**src/rtl/errloc_pkg.sv**
```systemverilog
package errloc_pkg;

  localparam int unsigned ERR_CNT_W = 5;

  typedef enum logic {
    MODE_PAGE = 1'b0,
    MODE_CONT = 1'b1
  } sched_mode_e;

  // Count kept for a context: zero when the engine marks it uncorrectable.
  function automatic logic [ERR_CNT_W-1:0] kept_count(input logic unc,
                                                      input logic [ERR_CNT_W-1:0] cnt);
    return unc ? '0 : cnt;
  endfunction

endpackage

```
**src/rtl/errloc_rr_arb.sv**
```systemverilog
module errloc_rr_arb #(
  parameter int unsigned N = 8,
  localparam int unsigned IW = $clog2(N)
) (
  input  logic [N-1:0]  req_i,
  input  logic [IW-1:0] last_i,
  output logic          any_o,
  output logic [IW-1:0] idx_o
);

  // Search starts one past the last served index and wraps around.
  function automatic logic [IW:0] pick(input logic [N-1:0] req,
                                       input logic [IW-1:0] last);
    logic [IW:0] res;
    res = '0;
    for (int k = 1; k <= int'(N); k++) begin
      int unsigned j;
      j = (int'(last) + k) % N;
      if (!res[IW] && req[j]) res = {1'b1, IW'(j)};
    end
    return res;
  endfunction

  logic [IW:0] sel;
  assign sel   = pick(req_i, last_i);
  assign any_o = sel[IW];
  assign idx_o = sel[IW-1:0];

endmodule

```
**src/rtl/errloc_ctx_bank.sv**
```systemverilog
module errloc_ctx_bank import errloc_pkg::*; #(
  parameter int unsigned N     = 8,
  parameter int unsigned SYN_W = 16,
  parameter int unsigned CNT_W = ERR_CNT_W,
  parameter int unsigned LOC_W = 13,
  parameter int unsigned NLOC  = 4,
  localparam int unsigned IW = $clog2(N),
  localparam int unsigned LW = NLOC * LOC_W
) (
  input  logic             clk,
  input  logic             rst_n,
  input  logic             syn_we_i,
  input  logic [IW-1:0]    syn_idx_i,
  input  logic [SYN_W-1:0] syn_data_i,
  input  logic             res_we_i,
  input  logic [IW-1:0]    res_idx_i,
  input  logic [CNT_W-1:0] res_cnt_i,
  input  logic             res_unc_i,
  input  logic [LW-1:0]    res_loc_i,
  input  logic [N-1:0]     done_clr_i,
  input  logic [IW-1:0]    eng_idx_i,
  input  logic [IW-1:0]    rd_idx_i,
  output logic [SYN_W-1:0] eng_syn_o,
  output logic [CNT_W-1:0] rd_cnt_o,
  output logic             rd_unc_o,
  output logic [LW-1:0]    rd_loc_o,
  output logic [N-1:0]     done_o
);

  logic [SYN_W-1:0] syn_q [N];
  logic [CNT_W-1:0] cnt_q [N];
  logic             unc_q [N];
  logic [LW-1:0]    loc_q [N];
  logic [N-1:0]     done_q;

  for (genvar i = 0; i < int'(N); i++) begin : g_ctx
    logic hit_syn, hit_res;
    assign hit_syn = syn_we_i && (syn_idx_i == IW'(i));
    assign hit_res = res_we_i && (res_idx_i == IW'(i));

    always_ff @(posedge clk) begin
      if (!rst_n) begin
        syn_q[i]  <= '0;
        cnt_q[i]  <= '0;
        unc_q[i]  <= 1'b0;
        loc_q[i]  <= '0;
        done_q[i] <= 1'b0;
      end else begin
        if (hit_syn) syn_q[i] <= syn_data_i;
        if (hit_res) begin
          cnt_q[i]  <= kept_count(res_unc_i, res_cnt_i);
          unc_q[i]  <= res_unc_i;
          loc_q[i]  <= res_loc_i;
          done_q[i] <= 1'b1;
        end else if (done_clr_i[i]) begin
          done_q[i] <= 1'b0;
        end
      end
    end
  end

  assign eng_syn_o = syn_q[eng_idx_i];
  assign rd_cnt_o  = cnt_q[rd_idx_i];
  assign rd_unc_o  = unc_q[rd_idx_i];
  assign rd_loc_o  = loc_q[rd_idx_i];
  assign done_o    = done_q;

endmodule

```
**src/rtl/errloc_irq.sv**
```systemverilog
module errloc_irq import errloc_pkg::*; #(
  parameter int unsigned N = 8
) (
  input  logic         clk,
  input  logic         rst_n,
  input  logic         mode_we_i,
  input  logic         mode_val_i,
  input  logic         idle_i,
  input  logic         page_mask_we_i,
  input  logic [N-1:0] page_mask_i,
  input  logic [N-1:0] irq_mask_i,
  input  logic [N-1:0] done_i,
  output logic         mode_o,
  output logic [N-1:0] page_mask_o,
  output logic         irq_o
);

  function automatic logic page_complete(input logic [N-1:0] mask,
                                         input logic [N-1:0] done);
    return (mask != '0) && ((done & mask) == mask);
  endfunction

  sched_mode_e  mode_q;
  logic [N-1:0] page_mask_q;

  always_ff @(posedge clk) begin
    if (!rst_n) begin
      mode_q      <= MODE_PAGE;
      page_mask_q <= '0;
    end else begin
      if (mode_we_i && idle_i) mode_q <= sched_mode_e'(mode_val_i);
      if (page_mask_we_i)      page_mask_q <= page_mask_i;
    end
  end

  logic page_pend, cont_pend;
  assign page_pend = page_complete(page_mask_q, done_i);
  assign cont_pend = |(done_i & irq_mask_i);

  assign irq_o       = (mode_q == MODE_CONT) ? cont_pend : page_pend;
  assign mode_o      = mode_q;
  assign page_mask_o = page_mask_q;

endmodule

```
**src/rtl/errloc_sched.sv**
```systemverilog
module errloc_sched import errloc_pkg::*; #(
  parameter int unsigned N     = 8,
  parameter int unsigned SYN_W = 16,
  parameter int unsigned CNT_W = ERR_CNT_W,
  parameter int unsigned LOC_W = 13,
  parameter int unsigned NLOC  = 4,
  localparam int unsigned IW = $clog2(N),
  localparam int unsigned LW = NLOC * LOC_W
) (
  input  logic             clk,
  input  logic             rst_n,
  input  logic             syn_we_i,
  input  logic [IW-1:0]    syn_idx_i,
  input  logic [SYN_W-1:0] syn_data_i,
  input  logic [N-1:0]     valid_set_i,
  input  logic [N-1:0]     done_clr_i,
  input  logic             mode_we_i,
  input  logic             mode_val_i,
  input  logic             page_mask_we_i,
  input  logic [N-1:0]     page_mask_i,
  input  logic [N-1:0]     irq_mask_i,
  input  logic [IW-1:0]    rd_idx_i,
  output logic             eng_start_o,
  output logic [IW-1:0]    eng_ctx_o,
  output logic [SYN_W-1:0] eng_syn_o,
  input  logic             eng_done_i,
  input  logic [CNT_W-1:0] eng_cnt_i,
  input  logic             eng_unc_i,
  input  logic [LW-1:0]    eng_loc_i,
  output logic [CNT_W-1:0] rd_cnt_o,
  output logic             rd_unc_o,
  output logic [LW-1:0]    rd_loc_o,
  output logic [N-1:0]     done_o,
  output logic [N-1:0]     valid_o,
  output logic             busy_o,
  output logic             mode_o,
  output logic             irq_o
);

  logic [N-1:0]  valid_q;
  logic          busy_q, start_q;
  logic [IW-1:0] cur_q, last_q;

  // Named internal events
  logic          arb_any;
  logic [IW-1:0] arb_idx;
  logic          grant_fire;
  logic          eng_accept;
  logic          sched_idle;
  logic [N-1:0]  valid_block;
  logic [N-1:0]  grant_clear;
  logic [N-1:0]  page_mask_w;

  errloc_rr_arb #(.N(N)) u_arb (
    .req_i  (valid_q),
    .last_i (last_q),
    .any_o  (arb_any),
    .idx_o  (arb_idx)
  );

  assign grant_fire  = !busy_q && arb_any;
  assign eng_accept  = busy_q && eng_done_i;
  assign sched_idle  = !busy_q && (valid_q == '0);
  assign valid_block = busy_q ? (N'(1) << cur_q) : '0;
  assign grant_clear = grant_fire ? (N'(1) << arb_idx) : '0;

  always_ff @(posedge clk) begin
    if (!rst_n) begin
      valid_q <= '0;
      busy_q  <= 1'b0;
      start_q <= 1'b0;
      cur_q   <= '0;
      last_q  <= IW'(N - 1);
    end else begin
      start_q <= grant_fire;
      valid_q <= (valid_q | (valid_set_i & ~valid_block)) & ~grant_clear;
      if (grant_fire) begin
        busy_q <= 1'b1;
        cur_q  <= arb_idx;
        last_q <= arb_idx;
      end else if (eng_accept) begin
        busy_q <= 1'b0;
      end
    end
  end

  errloc_ctx_bank #(
    .N(N), .SYN_W(SYN_W), .CNT_W(CNT_W), .LOC_W(LOC_W), .NLOC(NLOC)
  ) u_bank (
    .clk        (clk),
    .rst_n      (rst_n),
    .syn_we_i   (syn_we_i),
    .syn_idx_i  (syn_idx_i),
    .syn_data_i (syn_data_i),
    .res_we_i   (eng_accept),
    .res_idx_i  (cur_q),
    .res_cnt_i  (eng_cnt_i),
    .res_unc_i  (eng_unc_i),
    .res_loc_i  (eng_loc_i),
    .done_clr_i (done_clr_i),
    .eng_idx_i  (cur_q),
    .rd_idx_i   (rd_idx_i),
    .eng_syn_o  (eng_syn_o),
    .rd_cnt_o   (rd_cnt_o),
    .rd_unc_o   (rd_unc_o),
    .rd_loc_o   (rd_loc_o),
    .done_o     (done_o)
  );

  errloc_irq #(.N(N)) u_irq (
    .clk            (clk),
    .rst_n          (rst_n),
    .mode_we_i      (mode_we_i),
    .mode_val_i     (mode_val_i),
    .idle_i         (sched_idle),
    .page_mask_we_i (page_mask_we_i),
    .page_mask_i    (page_mask_i),
    .irq_mask_i     (irq_mask_i),
    .done_i         (done_o),
    .mode_o         (mode_o),
    .page_mask_o    (page_mask_w),
    .irq_o          (irq_o)
  );

  assign eng_start_o = start_q;
  assign eng_ctx_o   = cur_q;
  assign valid_o     = valid_q;
  assign busy_o      = busy_q;

endmodule

```
**config.mk**
```make
export PLATFORM = sky130hd
export DESIGN_NAME = errloc_sched
export DESIGN_NICKNAME = d
export VERILOG_FILES = /design/src/rtl/errloc_pkg.sv /design/src/rtl/errloc_rr_arb.sv /design/src/rtl/errloc_ctx_bank.sv /design/src/rtl/errloc_irq.sv /design/src/rtl/errloc_sched.sv
export SDC_FILE = /design/constraint.sdc
export NUM_CORES = 1
export LEC_CHECK = 0
export BUFFER_PORTS_ARGS = -buffer_cell sky130_fd_sc_hd__clkbuf_2
export CORE_AREA = 5 5 319 321
export CTS_CLUSTER_DIAMETER = 30
export DETAILED_ROUTE_END_ITERATION = 7
export DIE_AREA = 0 0 324 326
export GPL_TIMING_DRIVEN = 0
export SKIP_CTS_REPAIR_TIMING = 1
export SLEW_MARGIN = 20
export SYNTH_ARGS = -nofsm -noshare
export SYNTH_HDL_FRONTEND = slang
export SYNTH_HIERARCHICAL = 1
export SYNTH_SLANG_ARGS = --single-unit
```
**constraint.sdc**
```tcl
create_clock -name clk -period 16 [get_ports clk]
set_input_delay 0.8 -clock clk [delete_from_list [all_inputs] [get_ports clk]]
set_output_delay 0.8 -clock clk [all_outputs]
set_load 0.05 [all_outputs]
```
==> flow_summary.toml <==
[logic_synthesis]
synthTopCellsByCount = "591 x edfxtp_1, 319 x and3_1, 237 x and2_1"
synth-seq-area-share_pct = 62.9
yosys-top-cells-area = "edfxtp_1 61%, mux4_2 12%, and3_1 6.8%"
syn_area_um2 = 29300
async_flop_share_pct = 0
ys.flop_type = "edfxtp_1"
netlist.area_leader.share_pct = 60.6
syn_inst = 1883
yosys.area.top_type = "edfxtp_1"
synth_nets = 2004
yosysMostFrequentCell = "edfxtp_1"
ys_warn_count = 6
synth.avg_cell_area_um2 = 15.6
synth_edf_count = 591
ys_seq_elements = 625
synth_cell_types = 72

[grt]
grt_pass1_vias = 19400
track_usage_pct = 16.2
overflow = 0
gr-usage-met1_pct = 21.0
grt_use_met2_pct = 26.8
gr-max-usage-layer = "met2"
antenna_found_initial = 8
grt_max_degree = 21
use_met3_pct = 5.20
grt_pass1_wl_mm = 128

[timing]
fin_crit_sh_pct = 26.6
drv_slew = 0
timing.fmax_mhz = 235
worst_clock_skew_ps = 68.1
slew_headroom_pct = 28.3
max_slew.worst_pin.slew_ps = 1070
finalWorstSetupSlack_ps = 11740
fin_tns_setup_ps = 0
finalSetupViolations = 0
fin_crit_ps = 4260
rsz0062_at_grt = "false"
final-hold-violation-count = 0

[clock_network]
clkSlewWorstSetupHoldPaths_ps = 50
clockBufferDepth = 3
htree_levels = 3
clk_latency_ps = 690
cts_made_buffers = 113
ctsRootBufferMaster = "clkbuf_16"
cts_tree = "built"
clock-sinks = 625

[critical_path]
rr_startpoint = "last_q[0]"
cp.required_ps = 16490
rr_endpoint = "valid_o[5]"
endpoint_kind = "flip-flop"
cp_max_fo = 10
crit_type = "reg -> reg"
crit_family = "compound AO/OA/AOI/OAI gates"
cp_cell_sequence = "buf_2 > inv_1 > ha_1 > buf_4 > mux2_1 > nor3_1 > a211oi_4 > nor2b_1 > a31oi_1 > a211oi_1 > nand2_1 > o21ai_0 > nor2_1"
critical_path_arrival_ps = 4760
reg2reg_depth = 13
slowest_stage = "a211oi_1"
ff2ff_setup_slack_ps = 11740
max_stage_delay_ps = 720
startpoint_type = "flip-flop"
path_buf_inv = 3

[detailed_routing]
via_count = 18600
firstDrtPassIters = 5
drt-total-wl_mm = 87.4
wl_per_cell_um = 24.0
drt_drc_violations_left = 0
dr.first_iter.drc_count = 1906
drt-vias-per-instance = 5.11
antenna_left = 0

[floorplanning]
chipWidth_um = 324
core-area_um2 = 99000
rows = 116
ios = 216
start_util_pct = 29.6
fp.dieArea_um2 = 106000
die_h_um = 326

[status]
outcome = "complete, no violations"

[placed_design]
placed_cell_area_um2 = 33000
gp_congestion = 0.868
place_ws_ps = 11790
hpwl_mm = 60.4
dp_cells = 3427
io_buffers = 211

[finish]
drive_gt1_share_pct = 31.3
final_cells = 3646
fin_area_um2 = 36800
fillCellCount = 9336
area_growth_pct = 25.5
fin_nets = 2365

[power_and_ir_drop]
power_density_nw_per_um2 = 152
ir_drop_v = 0.0000994
total_power_uw = 5590
leakagePower_uw = 0.0147

[min_path]
hold_path.class = "in -> reg"
worstHoldStart = "done_clr_i[7]"
hold_path_depth = 2
worstHoldEndpoint = "u_bank/done_o[7]"

[run]
maxCapViolations = 0
kinds of logic after synthesis:
family / share of synthesized area (%)
buf+inv: 2.65
simple gates: 15.0
fa+ha+maj: 0.0854
compound gates: 2.19
flops: 62.9
mux: 17.0
xor+xnor: 0.201
worst max-delay path by stage:
stage	startpoint	to	slack, ps	depth (start not counted)
finish	last_q[0]	valid_o[5]	11740	13
global route	last_q[0]	valid_o[5]	11440	13
CTS	eng_ctx_o[2]	eng_syn_o[2]	11740	4
detailed placement	last_q[0]	valid_o[5]	11790	13
global placement	eng_done_i	u_bank/loc_q[7][36]	5060	4
floorplan	busy_o	u_bank/cnt_q[5][0]	10050	4
metrics by stage:
| stage | util [%] | hold slack (ps) |
|---|---|---|
| floorplan | - | 454 |
| global placement | 32.3 | 490 |
| detailed placement | 33.3 | 504 |
| CTS | 37.1 | 289 |
| global route | 37.1 | 295 |
| finish | 37.1 | 323 |
placed cells by master (no fill, tap or decap), types with 34 or more instances in the layout:
master	instances
and2_1	237
nand2_1	35
clkbuf_2	212
dfxtp_1	34
clkbuf_1	119
mux2_2	40
and3_1	319
mux2_4	40
edfxtp_1	591
clkbuf_16	114
nor2_1	64
mux4_2	153
layout make-up:
cell class / count / area, um2 / share of cell area (%)
repair buffers: 246 / 1900 / 5.18
clock buffers: 140 / 2990 / 8.13
well taps: 1298 / 1620 / 4.42
diodes: 4 / 10.0 / 0.0272
inverters: 8 / 30.0 / 0.0817
flip-flops and latches: 625 / 18400 / 50.1
plain buffers: 153 / 748 / 2.04
multi-input cells: 1097 / 10200 / 27.8
clock inverters: 75 / 797 / 2.17
metal layers:
metal	share of wire (%)	vias up	routed length (um)
met1	39	9542	34300
met2	49	895	42900
met5	0.015	-	13
met4	1.6	2	1390
li1	-	8073	-
met3	10	121	8810
sequential cells by signal (all words and copies together), names as in the netlist, 3 cells and up:
| name | cells |
|---|---|
| eng_ctx_o | 3 |
| u_bank/syn_q | 128 |
| last_q | 3 |
| valid_o | 8 |
| u_irq/page_mask_o | 8 |
| u_bank/unc_q | 8 |
| u_bank/cnt_q | 40 |
| u_bank/done_o | 8 |
| u_bank/loc_q | 416 |
power by group:
group          switching (uW)  internal (uW)
Clock                     825           1500
Combinational             819            451
Sequential               78.2           1910
worst register-to-register path: stages (launching register included):
cell and delay [ps]:
dfxtp_1 500, buf_2 310, inv_1 190, ha_1 400, buf_4 240, mux2_1 370, nor3_1 350, a211oi_4 90
nor2b_1 340, a31oi_1 130, a211oi_1 720, nand2_1 140, o21ai_0 280, nor2_1 70
No activity file was read; power rests on OpenSTA's default activity.
